## src/rtl/audio_irq_page_reg.sv

```systemverilog
module audio_irq_page_reg #(
  parameter int PAGE_W = 4
) (
  input  logic              clk,
  input  logic              rst_n,
  input  logic              wr_en,
  input  logic [15:0]       wr_data,
  output logic [15:0]       rd_data,
  input  logic              ev_sense_done,
  input  logic              ev_gpio_chg,
  input  logic              sense_supported,
  output logic              sense_start,
  output logic [PAGE_W-1:0] page_sel,
  output logic              link_irq
);
  localparam int RSV_W = 11 - PAGE_W;

  logic              flag, irq_en, busy;
  logic [1:0]        cause;
  logic [PAGE_W-1:0] page;

  wire any_ev    = ev_sense_done | ev_gpio_chg;
  wire clr       = wr_en & wr_data[15];
  wire start_req = wr_en & wr_data[12] & sense_supported & ~busy;

  always_ff @(posedge clk or negedge rst_n) begin
    if (!rst_n) begin
      flag        <= 1'b0;
      cause       <= 2'b00;
      irq_en      <= 1'b0;
      busy        <= 1'b0;
      page        <= '0;
      sense_start <= 1'b0;
    end else begin
      if (any_ev)    flag <= 1'b1;
      else if (clr)  flag <= 1'b0;

      if (any_ev && (!flag || clr)) cause <= {ev_gpio_chg, ev_sense_done};
      else if (clr && !any_ev)      cause <= 2'b00;

      if (wr_en) begin
        irq_en <= wr_data[11];
        page   <= wr_data[PAGE_W-1:0];
      end

      if (start_req)          busy <= 1'b1;
      else if (ev_sense_done) busy <= 1'b0;

      sense_start <= start_req;
    end
  end

  assign rd_data  = {flag, cause, busy, irq_en, {RSV_W{1'b0}}, page};
  assign page_sel = page;
  assign link_irq = flag & irq_en;
endmodule

```

## config.mk

```make
export PLATFORM = sky130hd
export DESIGN_NAME = audio_irq_page_reg
export DESIGN_NICKNAME = d
export VERILOG_FILES = /design/src/rtl/audio_irq_page_reg.sv
export SDC_FILE = /design/constraint.sdc
export NUM_CORES = 1
export LEC_CHECK = 0
export BUFFER_PORTS_ARGS = -buffer_cell sky130_fd_sc_hd__buf_2
export CORE_MARGIN = 2
export CORE_UTILIZATION = 38
export CTS_CLUSTER_DIAMETER = 150
export DETAILED_ROUTE_END_ITERATION = 8
export MAX_ROUTING_LAYER = met4
export PLACE_DENSITY = 0.8
export SYNTH_ARGS = -nofsm -noshare
export SYNTH_HDL_FRONTEND = slang
export SYNTH_SLANG_ARGS = --single-unit
```

## constraint.sdc

```tcl
create_clock -name clk -period 2.65 [get_ports clk]
set_clock_uncertainty 0.1 [all_clocks]
set_input_delay 0.1325 -clock clk [delete_from_list [all_inputs] [get_ports clk]]
set_output_delay 0.1325 -clock clk [all_outputs]
set_load 0.02 [all_outputs]
```

After elaboration in Yosys (flattened, before gate mapping)
Cells that the tools add are included.
W data, S select, Z words.
{"block": "word_totals", "register_bits": 10, "latchBits": 0, "ramBits": 0, "romBits": 0, "input_bits": 22, "mem_count": 0}
{"block": "classes", "n_addsub": 0, "n_mul": 0, "div": 0, "n_lt_le_gt_ge": 0, "eq_ne": 0, "shifts": 0, "mux": 6, "bitwise": 7, "reduce_logical": 8}
{"cell": "$reduce_bool A2 Y1", "n": 3}
{"cell": "$and A1 B1 Y1", "n": 5}
{"cell": "$mux W1", "n": 4}
{"cell": "$mux W2", "n": 2}
{"cell": "$logic_and A1 B1 Y1", "n": 2}
{"cell": "$logic_not A1 Y1", "n": 2}
{"cell": "$logic_or A1 B1 Y1", "n": 1}
{"cell": "$not A1 Y1", "n": 1}
{"cell": "$or A1 B1 Y1", "n": 1}

Logic depth before layout (Yosys ltp)
{"block": "depth", "word_depth": 5, "ltp_mapped": 3, "depth_no_buf": 2}

Worst setup path after synthesis
No wires, ideal clock.
{"block": "synth_path", "path_type": "reg2reg", "from": "register flag", "to": "register cause[0]", "t_arrival_ns": 0.827, "t_required_ns": 2.428, "setup_slack_ns": 1.601, "path_stages_with_launch": 3, "n_path_buf": 0, "synth_period_minus_slack_ns": 1.049, "cell_sequence": "dfrtp_1 or2b_1 a32o_1"}
{"block": "synth_via", "elab_chain_cells": 4, "word_cells_on_any_way": 5, "classes_between": "mux: 1; reduce/logical: 4"}
{"item": "from (decl)", "line_no": "18", "source": "logic flag, irq_en, busy;"}
{"item": "from (signal assigned)", "line_no": "28", "source": "flag <= 1'b0;"}
{"item": "from (signal assigned)", "line_no": "35", "source": "if (any_ev) flag <= 1'b1;"}
{"item": "from (signal assigned)", "line_no": "36", "source": "else if (clr) flag <= 1'b0;"}
{"item": "$logic_not A1 Y1 *", "line_no": "38", "source": "if (any_ev && (!flag || clr)) cause <= {ev_gpio_chg, ev_sense_done};"}
{"item": "$logic_or A1 B1 Y1 *", "line_no": "38"}
{"item": "$logic_and A1 B1 Y1 *", "line_no": "38"}
{"item": "$mux W2 or $reduce_bool A2 Y1 (tied branches)"}
{"item": "to (signal assigned)", "line_no": "38"}
{"item": "to (decl)", "line_no": "19", "source": "logic [1:0] cause;"}
Mark *: on every way between the ends. The rest lies on a longest branch, timed or not.
A chain may end at the register's enable or synchronous reset.

Worst setup path after layout
{"block": "layout_path", "from": "input port ev_gpio_chg", "to": "register cause[0]"}
{"block": "layout_via", "elab_chain_cells": 4, "word_cells_on_any_way": 6, "classes_between": "mux: 1; bitwise: 1; reduce/logical: 4"}
{"item": "from (decl)", "line_no": "10", "source": "input logic ev_gpio_chg,"}
{"item": "$or A1 B1 Y1 *", "line_no": "22", "source": "wire any_ev = ev_sense_done | ev_gpio_chg;"}
{"item": "$logic_not A1 Y1", "line_no": "39", "source": "else if (clr && !any_ev) cause <= 2'b00;"}
{"item": "$logic_and A1 B1 Y1", "line_no": "39"}
{"item": "$reduce_bool A2 Y1 (no source line)"}
Marked as above.

==> run metrics <==
status completed; cts bufs inserted 3; fin crit period 1200 ps; final hold violations 0; Sequential Area roughly 250 sq um; tightest hold margin approximately 17 ps; Chip Width 40.5 um; hold crit path type input pin to flop; GRT Overall Usage 0.137; Final Cycle Share 0.454; antenna cells 0; starting density of the core 0.399; row count 13; Synth Area per Inst 11.8 sq um; detailed-route DRC error count 0; routability congestion estimate a little under 0.5; FF-to-FF setup slack between 1500 and 2000 ps; LEAKAGE ~0.00035 uW; number of synthesized flops with an enable pin 0; share of the synthesized area in the top cell type 0.494; Critical Path Fanout Max 3; post-CTS setup buffers 0; H-Tree Depth 1; maxcap violations 0; Vias around 390; DP HPWL 660 um; max incr delay on CP 520 ps; final WL between 900 and 1000 um; Synth cell types 15; Critical Path RT roughly 2700 ps; 1st-iter DRT viols 7; ys async rst share 1.00; first-pass GRT wire length ~1300 um; TNS Setup 0 ps; I/O pin count between 40 and 50; Peak supply drop ~0.34 mV; Pwr per Cell Area 574 nW/um^2; area growth from synthesis to layout 30.1%; Slew Viols, Final 0; Mapped Area just over 500 sq um; final net count 95; CTS clk-pin slew, worst paths roughly 60 ps; die area around 1600 sq um; filler instances approximately 120; CP Cell Sequence dlygate4sd3_1 -> buf_2 -> or2b_1 -> a32o_1; final setup fails 0; later-pin clock latency in the skew report ~260 ps; post-synthesis cell count 43; share of cells above drive strength 1 0.465; Remaining Overflow, GRT 0; critical path class input pin to flop; Multi-input gate area 163 sq um; largest net degree at the start of global routing 11; initial antenna violation count 0; Peak Freq between 800 and 900 MHz; Die H between 40 and 50 um; Root Buffer Master clkbuf_4; top_reg_cell synth dfrtp_1; vias per cell between 4 and 5; clock sinks 10; Bufs on Longest Clock Path 2; Routed Antenna Nets 0; Startpoint Class input pin; synth top area cells dfrtp_1 49%, buf_4 21%, mux2_2 6.7%, mux2_1 4.4%, a32o_1 4.0%; CP delay by family, top buffers and inverters; most common cell in the synthesized netlist buf_4; Seq/Total Area, Yosys 0.494; slowest stage cell, crit path dlygate4sd3_1; post-synth top area cell dfrtp_1; vias in the first global route roughly 300; IO Port Bufs 27; CORE AREA roughly 1300 sq um; RSZ-0062 raised after global routing false; Pre-Repair DR Iteration Count 4; Buf/Inv on CP 2; Synth Register Bits 10; most common library cells after synthesis 14 x buf_4, 10 x dfrtp_1, 3 x mux2_2; CP arrival 1250 ps; Syn. warnings 0; crit end category flop; CTS tree built; routed len/inst between 10 and 15 um
==> cell usage in the layout (no fill, tap or decap) <==
cell type / Yosys / final
buf_2: 0 / 27
dfrtp_1: 10 / 10
conb_1: 1 / 7
dlygate4sd3_1: 0 / 7
mux2_2: 3 / 3
clkbuf_4: 0 / 3
nor2_1: 2 / 2
mux2_1: 2 / 2
nand2_1: 2 / 2
a32o_1: 2 / 2
and2_1: 1 / 1
nand3_1: 1 / 1
or2b_1: 1 / 1
a21bo_1: 1 / 1
mux2i_1: 1 / 1
nand2b_1: 1 / 1
==> registers in the layout, summed over array words and instances (netlist names) <==
name         count
flag             1
cause            2
irq_en           1
page_sel         4
busy             1
sense_start      1
==> report_power, final <==
part / switching [uW] / total, uW / leakage, uW / internal (uW)
clock: 48.1 / 100 / 0.0000138 / 52.3
combinational: 60.8 / 102 / 0.000214 / 41.0
sequential: 9.40 / 177 / 0.000119 / 167
==> cell type report <==
| type | count | share of cell area |
|---|---|---|
| clock buffers | 3 | 0.0342 |
| multi-input cells | 24 | 0.247 |
| flip-flops and latches | 10 | 0.380 |
| well taps | 15 | 0.0285 |
| repair buffers | 34 | 0.311 |
==> worst paths after layout <==
path | cells after the start | start | end
setup / recovery | 4 | ev_gpio_chg | cause[0]
hold / removal | 2 | wr_data[11] | irq_en
setup reg to reg | 2 | flag | cause[0]
hold reg to reg | 1 | busy | sense_start
max in group asynchronous | 2 | rst_n | page_sel[3]
min in group asynchronous | 2 | rst_n | busy
==> cells by family after synthesis <==
family | Yosys count | share of synthesized area
AO/OA/AOI/OAI | 3 | 0.0593
flip-flops | 10 | 0.494
multiplexers | 6 | 0.131
other | 1 | 0.00740
buffers and inverters | 15 | 0.230
AND/OR/NAND/NOR | 8 | 0.0790
==> per-layer routing <==
metal  track usage  share of wire  up-vias
met5             -              0        -
met4         0.100          0.024        0
met3        0.0333          0.080        4
met2         0.222           0.50       25
met1         0.141           0.40      186
li1              -              -      179
==> timing repair <==
action,CTS,global route
hold buffers,7,0
endpoints found under the setup margin,0,0
endpoints found under the hold margin,16,0
gates resized for setup,0,0
==> stage by stage <==
stage / instance area [sq um] / setup WS, ps / total power, uW / instances / utilization
floorplan: 529 / 1600 / 258 / 49 / -
global placement: 567 / 1560 / 270 / 76 / 0.447
detailed placement: 567 / 1540 / 273 / 76 / 0.447
CTS: 659 / 1440 / 381 / 86 / 0.520
global route: 659 / 1380 / 400 / 86 / 0.520
finish: 659 / 1450 / 379 / 86 / 0.520
Note: power is estimated with default switching activity, not from simulation.
